## src/rtl/nsm_pkg.sv

```systemverilog
package nsm_pkg;
  localparam int NIB_W      = 4;
  localparam int FRAME_BITS = 16;
  localparam int BIT_W      = $clog2(FRAME_BITS);
  localparam int TURN_BIT   = 8;   // first device-driven bit of a read
  localparam int CAPT_BIT   = 12;  // first returned data bit of a read

  localparam logic [NIB_W-1:0] CMD_RD  = 4'b1110;
  localparam logic [NIB_W-1:0] CMD_WR  = 4'b1010;
  localparam logic [NIB_W-1:0] CMD_DAT = 4'b1001;

  typedef enum logic [1:0] {
    ST_IDLE,
    ST_HIGH,
    ST_LOW,
    ST_TAIL
  } nsm_state_e;
endpackage

```

## src/rtl/nsm_tick.sv

```systemverilog
// Phase timer: flags the last system clock of a serial half period.
module nsm_tick #(
  parameter int HALF_CLKS = 16
) (
  input  logic clk,
  input  logic rst,
  input  logic restart,
  output logic last
);
  localparam int CW = (HALF_CLKS > 1) ? $clog2(HALF_CLKS) : 1;

  logic [CW-1:0] cnt_q;

  always_ff @(posedge clk) begin
    if (rst || restart) cnt_q <= '0;
    else                cnt_q <= cnt_q + 1'b1;
  end

  assign last = (cnt_q == CW'(HALF_CLKS - 1));

  a_r6_phase_bound: assert property (@(posedge clk) disable iff (rst)
    !restart |-> (int'(cnt_q) < HALF_CLKS));
endmodule

```

## src/rtl/nsm_frame.sv

```systemverilog
// Frame decoder: value, drive direction and capture flag for one bit slot.
module nsm_frame
  import nsm_pkg::*;
(
  input  logic             is_write,
  input  logic [NIB_W-1:0] addr,
  input  logic [NIB_W-1:0] wdata,
  input  logic [BIT_W-1:0] bit_idx,
  output logic             bit_val,
  output logic             drive,
  output logic             capture
);
  logic [FRAME_BITS-1:0] wr_pat, rd_pat, seq;

  assign wr_pat = {CMD_WR, addr, CMD_DAT, wdata};
  assign rd_pat = {CMD_RD, addr, {(FRAME_BITS-2*NIB_W){1'b1}}};

  // seq[i] is the level driven in slot i (slot 0 goes out first)
  for (genvar i = 0; i < FRAME_BITS; i++) begin : g_slot
    assign seq[i] = is_write ? wr_pat[FRAME_BITS-1-i] : rd_pat[FRAME_BITS-1-i];
  end

  assign bit_val = seq[bit_idx];
  assign drive   = is_write || (int'(bit_idx) < TURN_BIT);
  assign capture = !is_write && (int'(bit_idx) >= CAPT_BIT);
endmodule

```

## src/rtl/nsm_master.sv

```systemverilog
module nsm_master
  import nsm_pkg::*;
#(
  parameter int HALF_CLKS = 16
) (
  input  logic             clk,
  input  logic             rst,
  input  logic             req_valid,
  output logic             req_ready,
  input  logic             req_write,
  input  logic [NIB_W-1:0] req_addr,
  input  logic [NIB_W-1:0] req_wdata,
  output logic             rsp_valid,
  output logic [NIB_W-1:0] rsp_rdata,
  output logic             rtc_sclk,
  output logic             rtc_sdo,
  output logic             rtc_sdo_oe,
  input  logic             rtc_sdi
);
  nsm_state_e       state_q, state_n;
  logic [BIT_W-1:0] bit_q, bit_n;
  logic             wr_q, wr_n;
  logic [NIB_W-1:0] addr_q, addr_n, wdat_q, wdat_n;
  logic [NIB_W-1:0] shreg_q;
  logic             capt_q, done_q;
  logic             sclk_q, sdo_q, oe_q;
  logic             accept, last, restart;
  logic             nxt_val, nxt_drv, nxt_capt;

  assign accept = (state_q == ST_IDLE) && req_valid;

  always_comb begin
    state_n = state_q;
    bit_n   = bit_q;
    unique case (state_q)
      ST_IDLE: if (req_valid) begin
        state_n = ST_HIGH;
        bit_n   = '0;
      end
      ST_HIGH: if (last) state_n = ST_LOW;
      ST_LOW: if (last) begin
        if (bit_q == BIT_W'(FRAME_BITS - 1)) state_n = ST_TAIL;
        else begin
          state_n = ST_HIGH;
          bit_n   = bit_q + 1'b1;
        end
      end
      ST_TAIL: if (last) state_n = ST_IDLE;
      default: state_n = ST_IDLE;
    endcase
  end

  assign wr_n   = accept ? req_write : wr_q;
  assign addr_n = accept ? req_addr  : addr_q;
  assign wdat_n = accept ? req_wdata : wdat_q;

  // every phase ends with a state change; idle keeps the timer parked
  assign restart = (state_n != state_q) || (state_q == ST_IDLE);

  nsm_tick #(.HALF_CLKS(HALF_CLKS)) u_tick (
    .clk     (clk),
    .rst     (rst),
    .restart (restart),
    .last    (last)
  );

  // decode of the slot about to be presented, so the pins leave flops
  nsm_frame u_frame (
    .is_write (wr_n),
    .addr     (addr_n),
    .wdata    (wdat_n),
    .bit_idx  (bit_n),
    .bit_val  (nxt_val),
    .drive    (nxt_drv),
    .capture  (nxt_capt)
  );

  always_ff @(posedge clk) begin
    if (rst) begin
      state_q <= ST_IDLE;
      bit_q   <= '0;
      wr_q    <= 1'b0;
      addr_q  <= '0;
      wdat_q  <= '0;
      capt_q  <= 1'b0;
      done_q  <= 1'b0;
      sclk_q  <= 1'b1;
      sdo_q   <= 1'b1;
      oe_q    <= 1'b1;
    end else begin
      state_q <= state_n;
      bit_q   <= bit_n;
      wr_q    <= wr_n;
      addr_q  <= addr_n;
      wdat_q  <= wdat_n;
      capt_q  <= nxt_capt;
      done_q  <= (state_q == ST_TAIL) && last;
      sclk_q  <= (state_n != ST_LOW);
      if (state_n == ST_IDLE) begin
        sdo_q <= 1'b1;
        oe_q  <= 1'b1;
      end else begin
        sdo_q <= nxt_val;
        oe_q  <= nxt_drv;
      end
    end
  end

  // sample at the last clock of the high phase, just before the fall
  always_ff @(posedge clk) begin
    if (rst) shreg_q <= '0;
    else if ((state_q == ST_HIGH) && last && capt_q)
      shreg_q <= {shreg_q[NIB_W-2:0], rtc_sdi};
  end

  assign req_ready  = (state_q == ST_IDLE);
  assign rsp_valid  = done_q;
  assign rsp_rdata  = shreg_q;
  assign rtc_sclk   = sclk_q;
  assign rtc_sdo    = sdo_q;
  assign rtc_sdo_oe = oe_q;

  a_r1_idle_pins: assert property (@(posedge clk) disable iff (rst)
    (state_q == ST_IDLE) |-> (rtc_sclk && rtc_sdo && rtc_sdo_oe));

  a_r2_fields_held: assert property (@(posedge clk) disable iff (rst)
    (state_q != ST_IDLE) |=> ($stable(addr_q) && $stable(wr_q) && $stable(wdat_q)));

  a_r4_turn_point: assert property (@(posedge clk) disable iff (rst)
    $fell(rtc_sdo_oe) |-> ((int'(bit_q) == TURN_BIT) && (state_q == ST_HIGH) && !wr_q));

  a_r5_write_drives: assert property (@(posedge clk) disable iff (rst)
    (wr_q && (state_q != ST_IDLE)) |-> rtc_sdo_oe);

  a_r6_low_only_in_phase: assert property (@(posedge clk) disable iff (rst)
    !rtc_sclk |-> (state_q == ST_LOW));

  a_r7_done_single: assert property (@(posedge clk) disable iff (rst)
    rsp_valid |=> !rsp_valid);
endmodule

```

## config.mk

```make
export PLATFORM = sky130hd
export DESIGN_NAME = nsm_master
export DESIGN_NICKNAME = d
export VERILOG_FILES = /design/src/rtl/nsm_pkg.sv /design/src/rtl/nsm_tick.sv /design/src/rtl/nsm_frame.sv /design/src/rtl/nsm_master.sv
export SDC_FILE = /design/constraint.sdc
export NUM_CORES = 1
export LEC_CHECK = 0
export ABC_CLOCK_PERIOD_IN_PS = 3250
export BUFFER_PORTS_ARGS = -buffer_cell sky130_fd_sc_hd__buf_2
export CELL_PAD_IN_SITES_DETAIL_PLACEMENT = 1
export CELL_PAD_IN_SITES_GLOBAL_PLACEMENT = 2
export CORE_ASPECT_RATIO = 1.4
export CORE_MARGIN = 3
export CORE_UTILIZATION = 36
export DETAILED_ROUTE_END_ITERATION = 6
export GPL_TIMING_DRIVEN = 0
export PLACE_DENSITY_LB_ADDON = 0.1
export SKIP_CTS_REPAIR_TIMING = 1
export SYNTH_ARGS = -nofsm -noshare
export SYNTH_HDL_FRONTEND = slang
export SYNTH_SLANG_ARGS = --single-unit
```

## constraint.sdc

```tcl
create_clock -name clk -period 3.25 [get_ports clk]
set_clock_uncertainty 0.15 [all_clocks]
set_input_delay 0.65 -clock clk [delete_from_list [all_inputs] [get_ports clk]]
set_output_delay 0.65 -clock clk [all_outputs]
set_load 0.1 [all_outputs]
```

Word-level counts from Yosys, hierarchy flattened
Cells that the tools add are included.
{"block": "totals", "elab_cells": 56, "out_inout_bits": 9, "inputBits": 13, "ff_bits": 28}
{"block": "classes", "mux": 20, "n_reduce_logical": 12, "add_sub_neg": 2, "eq_ne": 7, "magnitude_cmp": 3}
{"cell": "2-to-1 mux 4 bit", "n": 5}
{"cell": "2-to-1 mux 2 bit", "n": 5}
{"cell": "adder 4 x 1 -> 4 bit, second input constant", "n": 2}
{"cell": "== test 4 bit, second input constant", "n": 2}
{"cell": "case mux 2 bit (4 select lines)", "n": 1}
{"cell": "case mux 4 bit (2 select lines)", "n": 1}
{"cell": "2-to-1 mux 1 bit", "n": 7}
{"cell": "logical AND 1 bit", "n": 5}
{"cell": "less-than comparator 4 x 5 -> 1 bit, second input constant", "n": 1}
{"cell": "binary-select mux 1 bit (select 4 bit)", "n": 1}
{"cell": "== test 2 bit, second input constant", "n": 2}
{"cell": ">= comparator 4 bit, second input constant", "n": 1}
{"cell": "logical NOT 2 bit", "n": 2}
{"cell": "less-than comparator 4 bit, second input constant", "n": 1}
{"cell": "logical OR 1 bit", "n": 3}
{"cell": "== test 2 x 1 -> 1 bit, second input constant", "n": 1}
{"cell": "inequality test 2 bit", "n": 1}
{"cell": "inequality test 2 bit, second input constant", "n": 1}
{"cell": "OR reduction 2 bit", "n": 1}
{"cell": "logical NOT 1 bit", "n": 1}

Depth between registers and ports, before layout
{"block": "logic_depth", "word_depth": 7, "mapped_depth": 8, "depth_no_buf": 8}

Cells and area by module
A second synthesis with hierarchy kept.
{"block": "unflattened", "cells_unflattened": 138, "hier_area_um2": 1332.5}
{"mod": "nsm_master", "seq_area_each_um2": 480.5, "area_per_inst_um2": 1067.3, "n_inst": 1, "cells_per_inst": 104}
{"mod": "nsm_tick", "seq_area_each_um2": 80.1, "area_per_inst_um2": 155.1, "n_inst": 1, "cells_per_inst": 14}
{"mod": "nsm_frame", "seq_area_each_um2": 0.0, "area_per_inst_um2": 110.1, "n_inst": 1, "cells_per_inst": 20}

Worst setup path after synthesis
Ideal clock, no wire load.
{"block": "synth_path", "kind": "register to output", "from": "register state_q[1]", "to": "output req_ready", "path_stages_with_launch": 3, "required_ns": 2.450, "path_buffers": 1, "arrival_ns": 1.799, "path_slack_ns": 0.651, "cell_sequence": "dfxtp_1 > buf_2 > nor2_1"}
{"block": "synth_between", "elab_chain_len": 1}
{"item": "from (decl)", "line": "nsm_master.sv:20", "rtl": "nsm_state_e state_q, state_n;"}
{"item": "from (signal assigned)", "line": "nsm_master.sv:91", "rtl": "state_q <= state_n;"}
{"item": "logical NOT 2 bit", "line": "nsm_master.sv:116", "rtl": "assign req_ready = (state_q == ST_IDLE);"}
{"item": "to (decl)", "line": "nsm_master.sv:9", "rtl": "output logic req_ready,"}
No other way between the ends.

Final worst setup path
{"block": "layout_path", "from": "register u_tick.cnt_q[0]", "to": "register sdo_q (netlist: rtc_sdo)"}
{"block": "layout_between", "elab_chain_len": 5, "elab_cells_between_ends": 11, "cone_classes": "eq/ne: 1; mux: 8; reduce/logical: 2"}
{"item": "from (decl)", "line": "nsm_tick.sv:12", "rtl": "logic [CW-1:0] cnt_q;"}
{"item": "from (signal assigned)", "line": "nsm_tick.sv:16", "rtl": "else cnt_q <= cnt_q + 1'b1;"}
{"item": "== test 4 bit *", "line": "nsm_tick.sv:19", "rtl": "assign last = (cnt_q == CW'(HALF_CLKS - 1));"}
{"item": "2-to-1 mux 4 bit (tied with other cells)", "line": "nsm_master.sv:41", "rtl": "ST_LOW: if (last) begin"}
{"item": "case mux 4 bit (2 select lines) or case mux 2 bit (4 select lines) (tied branches)", "line": "nsm_master.sv:35", "rtl": "unique case (state_q)"}
{"item": "binary-select mux 1 bit (select 4 bit) or logical NOT 2 bit (tied branches)", "line": "nsm_frame.sv:23, nsm_master.sv:99"}
{"item": "2-to-1 mux 1 bit (implied by the code) or OR reduction 2 bit (tied branches)"}
{"item": "to (signal assigned)", "line": "nsm_master.sv:103", "rtl": "sdo_q <= nxt_val;"}
{"item": "to (decl)", "line": "nsm_master.sv:26", "rtl": "logic sclk_q, sdo_q, oe_q;"}
Mark *: on every way between the ends. The rest lies on a longest branch, timed or not. The select of a mux whose other input is x is not followed.
A chain may end at the register's enable or synchronous reset.

==> results by stage <==
Status:
- The flow ran to the end, and the final reports show no timing, DRC or antenna violations.

Hold path:
- The type of the tightest min-delay check is reg2reg.

Cells and area:
- The net count of the finished layout is 176.
- The area growth from synthesis to layout is 15.3%.
- The fraction of final layout cells with drive strength greater than 1 is a little under a quarter.
- Fill cells in the final layout number 419.
- The repair_antennas step left the layout with diodes totalling 0.
- The final design utilization is 43.4%.

Place:
- The last weighted congestion value of the routability-driven placer is 0.764.
- During placement, the flow inserted port buffers numbering 21.
- The post-placement setup slack is 0.703 ns.
- The HPWL after detailed placement is 2290 um.

Setup path:
- For the worst flop-to-flop path, the logic depth is 8.
- The critical path ends at rtc_sdo.
- For the worst setup path, the data required time is 3.26 ns.
- The most critical setup path has its startpoint at u_tick.cnt_q[0].
- STA puts the critical path data arrival time at ~2.4 ns.
- STA classifies the critical path endpoint as a flop.
- Setup slack on the worst reg-to-reg path comes out at 0.91 ns.
- The capture point of the worst reg-to-reg path is rtc_sdo.
- The worst setup path is launched from a flop.
- The maximum fanout along the worst path is 9.
- The category of the critical setup timing path is reg2reg.
- The launch point of the worst reg-to-reg path is u_tick.cnt_q[0].

Yosys:
- Ranked by total cell area, the synthesized netlist is headed by sky130_fd_sc_hd__dfxtp_1, sky130_fd_sc_hd__mux2i_1, sky130_fd_sc_hd__nor2_1.
- For this run, the number of Yosys warnings is 0.
- The post-synthesis sequential area ratio is 43.7%.
- In this run the cell area of the synthesized design comes to ~1300 um^2.
- The async set or reset register ratio after synthesis is 0%.
- The gate count after technology mapping is roughly 140.
- By count the netlist is led by sky130_fd_sc_hd__dfxtp_1, sky130_fd_sc_hd__nor2_1, sky130_fd_sc_hd__mux2i_1, sky130_fd_sc_hd__nand2_1.
- The unique cell type count in the Yosys netlist is 44.
- Yosys instantiated no cell more often than sky130_fd_sc_hd__dfxtp_1.
- After synthesis, the largest area contributor takes up 43.7% of total cell area.
- In the synthesized netlist the dominant register cell turns out to be sky130_fd_sc_hd__dfxtp_1.
- The synthesized design spends more area on one cell type than any other, namely sky130_fd_sc_hd__dfxtp_1.
- The flip-flop and latch count after synthesis is 28.
- Counting flops with a built-in enable in the synthesized netlist gives 0.
- Each instance of the synthesized netlist takes up on average 9.51 um^2.
- The number of nets produced by synthesis is 150.

STA:
- Subtracting the final worst setup slack from the clock period gives 2.34 ns.
- The tightest slew margin relative to the limit is approximately 57%.
- The number of slew-limit violations in the final report is 0.
- The final critical path takes up a little under three quarters of the cycle.
- Setup repair after global routing left no endpoint under its margin.
- Final hold analysis gives a worst-case slack of 0.321 ns.
- The number of failing hold endpoints at the final stage is 0.
- Setup violations remaining at the end of the flow were counted as 0.
- Once routing completed, OpenROAD measured the worst setup slack at 0.914 ns.
- The transition time of the tightest slew-check pin is 0.638 ns.
- Based on the critical path, the design can be clocked at up to 0.428 GHz.
- The accumulated negative setup slack is 0 ns.

Die:
- The number of rows in the core area is 25.
- The initial utilization of the core area, before any placement, comes to 37.7%.
- The core region is ~3400 um^2.
- Measured along the y axis, the die boundary spans roughly 77 um.
- The top-level port count is 22.
- The die covers around 4300 um^2.
- The x dimension of the die is 56.5 um.

Routing:
- The total wire length after detailed routing is 2930 um.
- The remaining number of nets flagged by the antenna check after routing is 0.
- In the routed design, unresolved DRC markers number 0.
- The via total after detailed routing is between 1000 and 1500.
- In the routed layout, each cell is associated on average with a via count of 5.26.
- The first detailed-routing pass ran for 4 iterations.
- The DRC violation total after the first TritonRoute iteration is 16.
- The per-cell routed wire length is between 10 and 15 um.

Global routing:
- In the global route stage, overall resource usage came out at 15.0%.
- The first global-routing pass estimated 5170 um of wire.
- The number of global-route vias before repair is approximately 1100.
- In this run the most used layer during global routing was met2.
- In the global route stage, met1 resource usage came out at 17.7%.
- The met2 usage is between 20% and 30%.
- The met3 layer usage reported by global route is under 10%.
- Global routing finished with a remaining overflow of 0.
- Entering global routing, the biggest net connects 15 pins.
- The initial antenna violation count is 0.

Clock tree:
- Clock-pin slew was measured on the worst setup and hold paths at 0.09 ns.
- The clock sink count is 28.
- CTS placed an instance of sky130_fd_sc_hd__clkbuf_8 at the clock tree root.
- No sink is reached through more buffers than the 2 on the longest clock path.
- The CTS tree is built.
- The number of buffers added by the clock tree synthesis step is 3.
- The H-tree depth is 1.
- For the worst-skew pair, the clock arrives at the later sink with an insertion delay of roughly 0.27 ns.

Power:
- For this design the static power due to leakage is 0.000583 uW.
- The power density of the placed cells is 402 nW/um^2.
- The largest voltage drop on the vdd net is 0.303 mV.

Run:
- The max-capacitance violation count is 0.
==> routing by layer <==
metal,vias to the layer above,wire (um)
li1,525,-
met1,503,1250
met2,15,1540
met3,4,96
met4,0,45
met5,-,0
==> layout make-up <==
class | instances | area (um^2) | share of cell area [%]
flip-flops and latches | 28 | 561 | 37.9
clock buffers | 3 | 41.3 | 2.79
well taps | 40 | 50.0 | 3.38
inverters | 3 | 11.3 | 0.761
multi-input cells | 98 | 683 | 46.2
repair buffers | 21 | 105 | 7.10
plain buffers | 6 | 28.8 | 1.94
==> power breakdown <==
group | total (uW) | internal, uW | switching (uW)
clock network | 182 | 83.1 | 98.8
logic | 58.6 | 22.8 | 35.8
registers | 355 | 351 | 3.35
==> cells in the final DEF (no fill, tap or decap), types with 2 or more instances in the layout <==
cell type / count
sky130_fd_sc_hd__buf_2: 23
sky130_fd_sc_hd__xor2_1: 2
sky130_fd_sc_hd__clkbuf_1: 3
sky130_fd_sc_hd__clkbuf_8: 3
sky130_fd_sc_hd__dfxtp_1: 28
sky130_fd_sc_hd__o21ai_1: 2
sky130_fd_sc_hd__a21oi_1: 3
sky130_fd_sc_hd__mux2_2: 2
sky130_fd_sc_hd__inv_1: 2
sky130_fd_sc_hd__o21bai_1: 2
sky130_fd_sc_hd__or3_1: 2
sky130_fd_sc_hd__nor2_1: 26
sky130_fd_sc_hd__nand2b_1: 3
sky130_fd_sc_hd__nand2_1: 5
sky130_fd_sc_hd__nand4_1: 2
sky130_fd_sc_hd__ha_1: 2
sky130_fd_sc_hd__nor2b_1: 3
sky130_fd_sc_hd__o211ai_1: 2
sky130_fd_sc_hd__nor3_1: 2
sky130_fd_sc_hd__o21ai_0: 3
sky130_fd_sc_hd__mux2i_1: 13
sky130_fd_sc_hd__nand3_1: 3
==> sequential cells by signal, summed over array words and instances (netlist names) <==
name / cells
state_q: 2
rsp_rdata: 4
rsp_valid: 1
addr_q: 4
u_tick.cnt_q: 4
bit_q: 4
capt_q: 1
rtc_sdo_oe: 1
wr_q: 1
rtc_sclk: 1
rtc_sdo: 1
wdat_q: 4
==> cells by family (layout without fill, tap and decap cells) <==
logic type / Yosys count / count (layout) / share of synthesized area (%)
flip-flops: 28 / 28 / 43.7
buffers and inverters: 9 / 33 / 3.12
adder cells (fa/ha/maj): 2 / 2 / 1.95
AO/OA/AOI/OAI: 21 / 21 / 13.9
AND/OR/NAND/NOR: 57 / 57 / 23.4
XOR/XNOR: 3 / 3 / 2.05
multiplexers: 15 / 15 / 11.9
==> critical path: stages (launching register included) <==
cell and delay [ns]:
sky130_fd_sc_hd__dfxtp_1 0.37, sky130_fd_sc_hd__ha_1 0.24, sky130_fd_sc_hd__and3_4 0.26, sky130_fd_sc_hd__nand2_4 0.07
sky130_fd_sc_hd__o311ai_4 0.46, sky130_fd_sc_hd__nor2_1 0.13, sky130_fd_sc_hd__a211o_1 0.29, sky130_fd_sc_hd__a21oi_1 0.17
sky130_fd_sc_hd__o21ai_1 0.08
==> worst min path at each step <==
stage                     from              end  depth (start not counted)
6_report       u_tick.cnt_q[0]  u_tick.cnt_q[0]                          1
5_1_grt        u_tick.cnt_q[0]  u_tick.cnt_q[0]                          1
4_1_cts        u_tick.cnt_q[0]  u_tick.cnt_q[0]                          1
3_5_place_dp   u_tick.cnt_q[0]  u_tick.cnt_q[0]                          1
3_3_place_gp   u_tick.cnt_q[0]  u_tick.cnt_q[0]                          1
2_1_floorplan  u_tick.cnt_q[0]  u_tick.cnt_q[0]                          1
==> stage by stage <==
| stage | total power (uW) | instances | cell area (um^2) |
|---|---|---|---|
| floorplan | 403 | 135 | 1280 |
| global placement | 421 | 196 | 1440 |
| detailed placement | 423 | 196 | 1440 |
| CTS | 609 | 199 | 1480 |
| global route | 634 | 199 | 1480 |
| finish | 595 | 199 | 1480 |
Power figures use the tool's default switching activity.
